### config.mk
export PLATFORM = sky130hd
export DESIGN_NAME = hds_shifter
export DESIGN_NICKNAME = d
export VERILOG_FILES = /design/src/rtl/hds_pkg.sv /design/src/rtl/hds_fifo.sv /design/src/rtl/hds_tx_engine.sv /design/src/rtl/hds_rx_engine.sv /design/src/rtl/hds_shifter.sv
export SDC_FILE = /design/constraint.sdc
export NUM_CORES = 1
export LEC_CHECK = 0
export BUFFER_PORTS_ARGS = -buffer_cell sky130_fd_sc_hd__buf_2
export CAP_MARGIN = 20
export CELL_PAD_IN_SITES_DETAIL_PLACEMENT = 1
export CELL_PAD_IN_SITES_GLOBAL_PLACEMENT = 1
export CORE_MARGIN = 3
export CORE_UTILIZATION = 49
export DETAILED_ROUTE_END_ITERATION = 16
export MAX_ROUTING_LAYER = met4
export PLACE_DENSITY_LB_ADDON = 0.2
export SYNTH_ARGS = -nofsm -noshare
export SYNTH_HDL_FRONTEND = slang
export SYNTH_SLANG_ARGS = --single-unit
### constraint.sdc
create_clock -name clk -period 3.2 [get_ports clk]
set_clock_uncertainty 0.1 [all_clocks]
set_input_delay 0.16 -clock clk [delete_from_list [all_inputs] [get_ports clk]]
set_output_delay 0.16 -clock clk [all_outputs]
set_load 0.02 [all_outputs]
### src/rtl/hds_pkg.sv
package hds_pkg;

    typedef enum logic {
        MODE_WRITE = 1'b0,
        MODE_READ  = 1'b1
    } hds_mode_e;

    localparam int unsigned BYTE_BITS      = 8;
    localparam int unsigned TX_BIT_CYCLES  = 3;
    localparam int unsigned RX_BIT_CYCLES  = 5;
    localparam int unsigned RX_HIGH_CYCLES = 3;
    localparam int unsigned PHASE_W        = 3;
    localparam int unsigned BITN_W         = $clog2(BYTE_BITS);

    typedef logic [BYTE_BITS-1:0] byte_t;

    typedef struct packed {
        logic               busy;
        logic [PHASE_W-1:0] phase;
        logic [BITN_W-1:0]  bitn;
        byte_t              shreg;
    } shift_state_t;

    localparam shift_state_t SHIFT_IDLE = '{busy: 1'b0, phase: '0, bitn: '0, shreg: '0};

    function automatic logic is_last_bit(input logic [BITN_W-1:0] b);
        return b == BITN_W'(BYTE_BITS - 1);
    endfunction

endpackage

### src/rtl/hds_fifo.sv
module hds_fifo #(
    parameter int W     = 8,
    parameter int DEPTH = 4
) (
    input  logic         clk,
    input  logic         rst,
    input  logic         flush,
    input  logic         push,
    input  logic [W-1:0] wdata,
    input  logic         pop,
    output logic [W-1:0] rdata,
    output logic         full,
    output logic         empty
);
    localparam int AW = (DEPTH > 1) ? $clog2(DEPTH) : 1;
    localparam int CW = $clog2(DEPTH + 1);

    logic [W-1:0]  mem [DEPTH];
    logic [AW-1:0] wp, rp;
    logic [CW-1:0] cnt;
    logic          do_push, do_pop;

    function automatic logic [AW-1:0] nxt(input logic [AW-1:0] p);
        return (p == AW'(DEPTH - 1)) ? '0 : p + AW'(1);
    endfunction

    assign full    = (cnt == CW'(DEPTH));
    assign empty   = (cnt == '0);
    assign do_push = push && !full;
    assign do_pop  = pop && !empty;
    assign rdata   = mem[rp];

    always_ff @(posedge clk) begin
        if (do_push && !flush) begin
            mem[wp] <= wdata;
        end
    end

    always_ff @(posedge clk) begin
        if (rst || flush) begin
            wp  <= '0;
            rp  <= '0;
            cnt <= '0;
        end else begin
            if (do_push) wp <= nxt(wp);
            if (do_pop)  rp <= nxt(rp);
            cnt <= cnt + CW'(do_push) - CW'(do_pop);
        end
    end

endmodule

### src/rtl/hds_tx_engine.sv
module hds_tx_engine
    import hds_pkg::*;
(
    input  logic  clk,
    input  logic  rst,
    input  logic  enable,
    input  logic  fifo_empty,
    input  byte_t fifo_data,
    output logic  fifo_pop,
    output logic  sclk_hi,
    output logic  sdo,
    output logic  busy
);
    localparam logic [PHASE_W-1:0] PH_HIGH = PHASE_W'(TX_BIT_CYCLES - 1);

    shift_state_t st, st_n;
    logic         sdo_q, sdo_n;

    always_comb begin
        st_n     = st;
        sdo_n    = sdo_q;
        fifo_pop = 1'b0;
        if (!st.busy) begin
            if (enable && !fifo_empty) begin
                fifo_pop    = 1'b1;
                st_n.busy   = 1'b1;
                st_n.phase  = '0;
                st_n.bitn   = '0;
                st_n.shreg  = fifo_data;
            end
        end else if (st.phase == '0) begin
            sdo_n      = st.shreg[BYTE_BITS-1];
            st_n.phase = st.phase + PHASE_W'(1);
        end else if (st.phase == PH_HIGH) begin
            st_n.phase = '0;
            st_n.shreg = {st.shreg[BYTE_BITS-2:0], 1'b0};
            st_n.bitn  = st.bitn + BITN_W'(1);
            if (is_last_bit(st.bitn)) begin
                st_n.bitn = '0;
                if (!fifo_empty) begin
                    fifo_pop   = 1'b1;
                    st_n.shreg = fifo_data;
                end else begin
                    st_n.busy = 1'b0;
                end
            end
        end else begin
            st_n.phase = st.phase + PHASE_W'(1);
        end
    end

    always_ff @(posedge clk) begin
        if (rst) begin
            st    <= SHIFT_IDLE;
            sdo_q <= 1'b0;
        end else begin
            st    <= st_n;
            sdo_q <= sdo_n;
        end
    end

    assign sclk_hi = st.busy && (st.phase == PH_HIGH);
    assign sdo     = sdo_q;
    assign busy    = st.busy;

endmodule

### src/rtl/hds_rx_engine.sv
module hds_rx_engine
    import hds_pkg::*;
#(
    parameter int CNT_W = 8
) (
    input  logic             clk,
    input  logic             rst,
    input  logic             start,
    input  logic [CNT_W-1:0] count,
    input  logic             sdi,
    output logic             push,
    output byte_t            push_data,
    output logic             sclk_hi,
    output logic             busy
);
    localparam logic [PHASE_W-1:0] PH_SAMPLE = PHASE_W'(RX_HIGH_CYCLES);
    localparam logic [PHASE_W-1:0] PH_END    = PHASE_W'(RX_BIT_CYCLES - 1);

    shift_state_t     st, st_n;
    logic [CNT_W-1:0] left, left_n;

    always_comb begin
        st_n      = st;
        left_n    = left;
        push      = 1'b0;
        push_data = {st.shreg[BYTE_BITS-2:0], sdi};
        if (!st.busy) begin
            if (start) begin
                st_n.busy  = 1'b1;
                st_n.phase = '0;
                st_n.bitn  = '0;
                left_n     = count;
            end
        end else if (st.phase == PH_SAMPLE) begin
            st_n.shreg = {st.shreg[BYTE_BITS-2:0], sdi};
            st_n.phase = st.phase + PHASE_W'(1);
            push       = is_last_bit(st.bitn);
        end else if (st.phase == PH_END) begin
            st_n.phase = '0;
            if (is_last_bit(st.bitn)) begin
                st_n.bitn = '0;
                if (left == '0) begin
                    st_n.busy = 1'b0;
                end else begin
                    left_n = left - CNT_W'(1);
                end
            end else begin
                st_n.bitn = st.bitn + BITN_W'(1);
            end
        end else begin
            st_n.phase = st.phase + PHASE_W'(1);
        end
    end

    always_ff @(posedge clk) begin
        if (rst) begin
            st   <= SHIFT_IDLE;
            left <= '0;
        end else begin
            st   <= st_n;
            left <= left_n;
        end
    end

    assign sclk_hi = st.busy && (st.phase < PH_SAMPLE);
    assign busy    = st.busy;

endmodule

### src/rtl/hds_shifter.sv
module hds_shifter
    import hds_pkg::*;
#(
    parameter int FIFO_DEPTH = 4,
    parameter int CNT_W      = 8
) (
    input  logic             clk,
    input  logic             rst,
    input  logic             mode_sel,
    input  logic             mode_load,
    input  logic [7:0]       tx_data,
    input  logic             tx_push,
    output logic             tx_full,
    output logic             tx_empty,
    output logic [7:0]       rx_data,
    input  logic             rx_pop,
    output logic             rx_full,
    output logic             rx_empty,
    input  logic [CNT_W-1:0] rd_count,
    input  logic             rd_start,
    output logic             done,
    output logic             sclk,
    output logic             sdo,
    output logic             sdo_oe,
    input  logic             sdi
);
    hds_mode_e mode;
    logic      mode_take;
    logic      tx_busy, rx_busy;
    logic      tx_pop, tx_sclk, rx_sclk;
    logic      rx_push, rx_go;
    byte_t     tx_head, rx_byte;

    assign done      = !tx_busy && !rx_busy && tx_empty;
    assign mode_take = mode_load && done;
    assign rx_go     = rd_start && done && (mode == MODE_READ) && !mode_take;

    always_ff @(posedge clk) begin
        if (rst) begin
            mode <= MODE_READ;
        end else if (mode_take) begin
            mode <= hds_mode_e'(mode_sel);
        end
    end

    hds_fifo #(.W(BYTE_BITS), .DEPTH(FIFO_DEPTH)) u_tx_fifo (
        .clk   (clk),
        .rst   (rst),
        .flush (mode_take),
        .push  (tx_push && (mode == MODE_WRITE)),
        .wdata (tx_data),
        .pop   (tx_pop),
        .rdata (tx_head),
        .full  (tx_full),
        .empty (tx_empty)
    );

    hds_fifo #(.W(BYTE_BITS), .DEPTH(FIFO_DEPTH)) u_rx_fifo (
        .clk   (clk),
        .rst   (rst),
        .flush (mode_take),
        .push  (rx_push),
        .wdata (rx_byte),
        .pop   (rx_pop),
        .rdata (rx_data),
        .full  (rx_full),
        .empty (rx_empty)
    );

    hds_tx_engine u_tx (
        .clk        (clk),
        .rst        (rst),
        .enable     (mode == MODE_WRITE),
        .fifo_empty (tx_empty),
        .fifo_data  (tx_head),
        .fifo_pop   (tx_pop),
        .sclk_hi    (tx_sclk),
        .sdo        (sdo),
        .busy       (tx_busy)
    );

    hds_rx_engine #(.CNT_W(CNT_W)) u_rx (
        .clk       (clk),
        .rst       (rst),
        .start     (rx_go),
        .count     (rd_count),
        .sdi       (sdi),
        .push      (rx_push),
        .push_data (rx_byte),
        .sclk_hi   (rx_sclk),
        .busy      (rx_busy)
    );

    assign sclk   = tx_sclk | rx_sclk;
    assign sdo_oe = (mode == MODE_WRITE);

endmodule

* Word level (Yosys, flattened, before mapping)
Memories as Yosys holds them, arrays and structs flattened. A register that Yosys moved wholly into a read port is not among the register bits. Index checks and enable logic that the tools add are counted.
Storage, ports and cells: memories kept 2, output and inout port bits 16, logic and storage cells 135, memory bits (writable) 64, input port bits 24, bits in registers 53
Operators by class: magnitude comparators 1, reduce and logical (&&, ||, !) cells 35, muxes and demuxes 48, add/subtract/negate cells 13, equality and inequality tests 17, bitwise gates (word level) 2
Memory list:
- u_rx_fifo.mem | depth 4, width 8, read ports 1, clocked after Yosys merged registers in 1, write ports 1, RTL line hds_fifo.sv:18 | logic [W-1:0] mem [DEPTH];
- u_tx_fifo.mem | depth 4, width 8, read ports 1, clocked after Yosys merged registers in 1, write ports 1, RTL line hds_fifo.sv:18
Operator list (number):
- $mux 8 | 7
- $mux 11 | 3
- $mux 15 | 2
- $mux 3 | 7
- $mux 1 | 19
- $logic_and 1x1->1 | 16
- $mux 2 | 8
- $eq 3x3->1 const B | 5
- $mux 7 | 2
- $add 3x1->3 const B | 4
- $ne 2x2->1 const B | 6
- $logic_not 3->1 | 3
- $add 2x1->2 const B | 4
- $eq 2x2->1 const B | 4
- $logic_not 8->1 | 1
- $sub 8x1->8 const B | 1
- $logic_not 1->1 | 7
- $add 3x1->3 | 2
- $eq 3x2->1 const B | 2
- $reduce_and 3->1 | 2
- $sub 3x1->3 | 2
- $reduce_and 5->1 | 1
- $reduce_and 2->1 | 2
- $reduce_bool 2->1 | 2
- other kinds (4) | 4

* Longest topological paths before layout
depth in word-level cells 9, depth in mapped cells 14, mapped depth without buffers 13

* Modules after synthesis
A second synthesis with hierarchy kept.
Unflattened totals: cell total of the unflattened synthesis 438, area total of the unflattened synthesis 5566.6 µm²
By module, submodules not included:
- hds_fifo (u_rx_fifo) | instances 1, area an instance 1649.1 µm², cells an instance 93, sequential area each 1141.1 µm²
- hds_fifo (u_tx_fifo) | instances 1, area an instance 1644.1 µm², cells an instance 93, sequential area each 1141.1 µm²
- hds_rx_engine | instances 1, area an instance 1227.4 µm², cells an instance 143, sequential area each 440.4 µm²
- hds_tx_engine | instances 1, area an instance 957.2 µm², cells an instance 99, sequential area each 320.3 µm²
- hds_shifter | instances 1, area an instance 88.8 µm², cells an instance 10, sequential area each 20.0 µm²

* Least setup slack after synthesis
OpenSTA, ideal clock, no wires.
path kind flip-flop to flip-flop, start register u_tx.st[11] (netlist name), end register u_tx_fifo.cnt[2], setup slack 570 ps, cell stages (with the launch flop) 15, arrival time 2413 ps, path buffers 1, clock period less this slack 2630 ps, setup time 117 ps, cells stage by stage dfxtp_1 inv_1 ha_1 inv_1 o31a_1 clkbuf_1 nor2_1 ha_1 inv_1 ha_1 inv_1 fa_1 xor2_1 xnor2_1 nor2_1
Between the ends: longest elaborated chain between the ends 6, elaborated cells on any way between the ends 7, classes of those cells add/sub (1); eq/ne (1); mux (3); reduce/logical (2)
Ends and longest elaborated chain:
- from (decl) | RTL line hds_tx_engine.sv:16 | shift_state_t st, st_n;
- from (signal assigned) | RTL line hds_tx_engine.sv:57 | st <= st_n;
- $eq 3x2->1 | RTL line hds_tx_engine.sv:34 | end else if (st.phase == PH_HIGH) begin
- $mux 1 | RTL line hds_tx_engine.sv:34
- $mux 1 * | RTL line hds_tx_engine.sv:31 | end else if (st.phase == '0) begin
- $mux 1 * | RTL line hds_tx_engine.sv:23 | if (!st.busy) begin
- $logic_and 1x1->1 * | RTL line hds_fifo.sv:30 | assign do_pop = pop && !empty;
- $sub 3x1->3 * | RTL line hds_fifo.sv:47 | cnt <= cnt + CW'(do_push) - CW'(do_pop);
- to (signal assigned) | RTL line hds_fifo.sv:47
- to (decl) | RTL line hds_fifo.sv:20 | logic [CW-1:0] cnt;
Every way passes the cells marked *; elsewhere a longest branch is shown, timed or not. A chain may end at the register's enable or synchronous reset.

* Worst setup path in the final report
Same ends and word-level chain as after synthesis.

==> metrics.yaml <==
placement:
  gp_congestion: 0.7494
  numPortBuffers: 39
  hpwlAfterDp_mm: 8.037
  pre_cts_ws_ns: 0.3210
drt:
  dr.pass1.iters: 5
  via_per_inst: 5.802
  drt_iter0_drc: 171
  drc: 0
  wl_per_cell_um: 20.22
  wl_mm: 12.78
  antenna_left: 0
  vias: 3667
global_routing:
  grt_pass1_vias: 3840
  met3_usage: 0.05824
  top_usage_layer: "met2"
  grt_pass1_wl_mm: 20.39
  overflow: 0
  antenna_found_initial: 0
  track_usage: 0.2329
  grt_max_degree: 38
  use_met1: 0.2874
  use_met2: 0.3817
sta:
  post-route-period-util: 0.9273
  timing.fmax_mhz: 337.0
  layout_setup_ws_ns: 0.2328
  tightestPinTransition_ns: 0.6953
  setup-violations-final: 0
  hold_viol: 0
  final_max_slew_viol_count: 0
  rsz0062_at_grt: "false"
  min_period_ns: 2.967
  fin_tns_setup_ns: 0
  max_slew_margin: 0.5343
worst_setup_path:
  critPathMaxStageDelay_ns: 0.41
  crit_chain: "inv_1 -> ha_1 -> o31a_2 -> nor2_1 -> ha_1 -> inv_1 -> ha_1 -> inv_1 -> fa_1 -> xor2_1 -> xnor2_1 -> nor2_1"
  critPathLaunchType: "register"
  critPathCaptureType: "register"
  slowest_stage: "o31a_2"
  crit_type: "reg2reg"
  crit_arrival_ns: 3.24
  crit_buf_inv: 3
  critical_path.top_delay_family: "adder cells"
  crit_required_ns: 3.48
  crit_fanout: 14
outcome:
  status: "finished clean"
clock_tree:
  htreeDepth: 4
  clock-sinks: 121
  clkLatencyLatePin_ns: 0.52
  cts_made_buffers: 17
  cts_tree: "built"
  root_buffer: "clkbuf_8"
  clockBufferDepth: 2
  clkTransAtPathRegs_ns: 0.06
  post_cts_buffers: 0
floorplanning:
  start_util: 0.5100
  die_area_mm2: 0.01213
  die_w_um: 110.1
  row_count: 37
  num_io_pins: 40
  die_h_um: 110.1
  core_mm2: 0.01042
synthesis:
  yosys-top-cells-area: "edfxtp_1, dfxtp_1, mux4_2, ha_1, a21oi_1"
  synth_area_mm2: 0.005313
  ys_seq_area_frac: 0.5765
  ys_warn_count: 0
  synth_nets: 472
  synthFlopType: "edfxtp_1"
  yosys.area.top_type: "edfxtp_1"
  syn_avg_cell_area_um2: 12.62
  yosysTopAreaCellShare: 0.3618
  async_flop_share: 0
  synth_cell_types: 60
  syn_inst: 421
  synth_edf_count: 64
  synth-seq-cells: 121
min_path:
  hold_class: "in2reg"
power_and_ir_drop:
  p_sw_uw: 879.2
  clkPwrFrac: 0.482
  power_density_mw_per_mm2: 574.8
  power_frac_comb: 0.062
  ir_worst_vdd_mv: 0.4285
  p_seq_frac: 0.456
  switching_share: 0.2411
  power.leakage_nw: 2.364
  power.internal_mw: 2.768
finish:
  area_delta_synth_final_pct: 19.45
  register_area_mm2: 0.003063
  fin_nets: 534
  multi_input_area_mm2: 0.002037
  num_antenna_cells: 0
  drive_above_1_share: 0.2117
  fillers: 1055
flow_run:
  cap_violations: 0
==> cells in the mapped netlist, types with 2 or more instances <==
cell and n:
nand3_1 16, a31oi_1 5, mux4_2 16, o22ai_1 4, a211oi_1 8, buf_6 2, a21oi_2 2, a21oi_1 27
edfxtp_1 64, ha_1 25, nor2b_1 3, o21ai_0 12, or4_1 4, dfxtp_1 57, a311oi_1 2, nand3b_1 4
nand2_1 19, inv_1 25, nand2b_1 2, nor3b_2 2, nor4_1 2, nor3b_1 2, o31ai_1 2, xnor2_1 3
and3_1 10, nor2_1 26, nor3_1 6, clkbuf_1 10, mux2i_1 9, a22oi_1 10, buf_1 2, and2_1 5
a32o_1 3, buf_2 5, fa_1 2
==> per-layer routing <==
layer / vias to the layer above / wire length (um)
met5: - / 0
met4: 0 / 214
met3: 20 / 380
met2: 76 / 6522
met1: 1856 / 5664
li1: 1715 / -
==> cell families after synthesis <==
family          count (synthesis)  synth area share
buf+inv                        47           0.04027
mux                            25           0.08479
compound gates                 88            0.1112
simple gates                  109            0.1142
xor+xnor                        4          0.006596
flops                         121            0.5765
fa+ha+maj                      27           0.06642
==> power groups by stage <==
stage / combinational (mW) / clock (mW) / sequential [mW]
6_report: 0.225 / 1.76 / 1.66
5_1_grt: 0.246 / 1.88 / 1.67
4_1_cts: 0.225 / 1.79 / 1.66
3_5_place_dp: 0.204 / 0 / 1.70
3_3_place_gp: 0.197 / 0 / 1.69
2_1_floorplan: 0.144 / 0 / 1.69
==> placed cells by master, fill, tap and decap left out, types with 2 or more instances in the layout <==
| cell | instances |
|---|---|
| nor3b_2 | 2 |
| fa_1 | 2 |
| nor3_1 | 6 |
| nand3_1 | 16 |
| and3_1 | 10 |
| a21oi_2 | 2 |
| a211oi_1 | 8 |
| inv_6 | 2 |
| nand2b_1 | 2 |
| ha_1 | 25 |
| a31oi_1 | 5 |
| nor2_1 | 26 |
| nor3b_1 | 2 |
| buf_2 | 39 |
| nor4_1 | 2 |
| o31ai_1 | 2 |
| nand2_1 | 19 |
| clkinv_2 | 4 |
| mux2i_1 | 9 |
| clkinv_4 | 5 |
| o21ai_0 | 12 |
| nand3b_1 | 4 |
| dlygate4sd3_1 | 17 |
| mux4_2 | 16 |
| and2_1 | 5 |
| nor2b_1 | 3 |
| clkbuf_16 | 16 |
| xnor2_1 | 3 |
| buf_4 | 7 |
| a311oi_1 | 2 |
| a32o_1 | 3 |
| or4_1 | 4 |
| o22ai_1 | 4 |
| clkinvlp_4 | 2 |
| a21oi_1 | 27 |
| a22oi_1 | 10 |
| dfxtp_1 | 57 |
| inv_1 | 25 |
| edfxtp_1 | 64 |
==> worst register-to-register path, cell delays in order, from the launching register on <==
cell     delay (ns)
dfxtp_1        0.40
inv_1          0.09
ha_1           0.26
o31a_2         0.41
nor2_1         0.15
ha_1           0.25
inv_1          0.10
ha_1           0.17
inv_1          0.06
fa_1           0.41
xor2_1         0.21
xnor2_1        0.16
nor2_1         0.07
==> path summary, 6_finish.rpt <==
kind,startpoint,end,slack (ns),depth (start not counted)
max,u_tx.st[11],u_tx_fifo.cnt[2],0.23,12
min,rx_pop,u_rx_fifo.rp[0],0.03,4
max reg2reg,u_tx.st[11],u_tx_fifo.cnt[2],0.23,12
min reg2reg,u_rx.st[10],u_rx.st[10],0.39,2
==> flip-flops by register name, indices dropped and copies added (netlist names), named ones only <==
signal / cells
u_tx_fifo.wp: 2
u_tx_fifo.mem: 32
u_rx.busy: 1
u_tx_fifo.cnt: 3
mode: 1
u_rx.left: 8
u_tx.busy: 1
u_rx_fifo.wp: 2
u_rx_fifo.mem: 32
u_rx.st: 6
u_rx.push_data: 7
u_rx_fifo.cnt: 3
u_rx_fifo.rp: 2
u_tx_fifo.rp: 2
u_tx.st: 14
u_tx.sdo: 1
==> metrics by stage <==
| step | hold slack [ns] | instance area [um2] | std cells | utilization | power (mW) |
|---|---|---|---|---|---|
| 4_1_cts | 0.001659 | 6345 | 632 | 0.6091 | 3.677 |
| 2_1_floorplan | 0.1589 | 5313 | 421 | - | 1.833 |
| 3_5_place_dp | 0.2767 | 5630 | 583 | 0.5405 | 1.901 |
| 5_1_grt | 0.02961 | 6346 | 632 | 0.6092 | 3.789 |
| 6_report | 0.02817 | 6346 | 632 | 0.6092 | 3.648 |
| 3_3_place_gp | 0.2720 | 5630 | 583 | 0.5405 | 1.892 |
==> area by class of cell <==
type                       count  area share
clock inverter                14     0.01991
multi-input combinational    253      0.3210
timing repair buffer          63     0.06585
sequential                   121      0.4826
clock buffer                  18     0.06585
inverter                      27     0.01794
tap                          136     0.02681
==> timing repair <==
item	in CTS	in global routing
hold buffers	17	0
endpoints found under the hold margin	45	0
setup endpoints to repair	0	1
resized for setup	0	1
(Power assumes the default switching activity.)
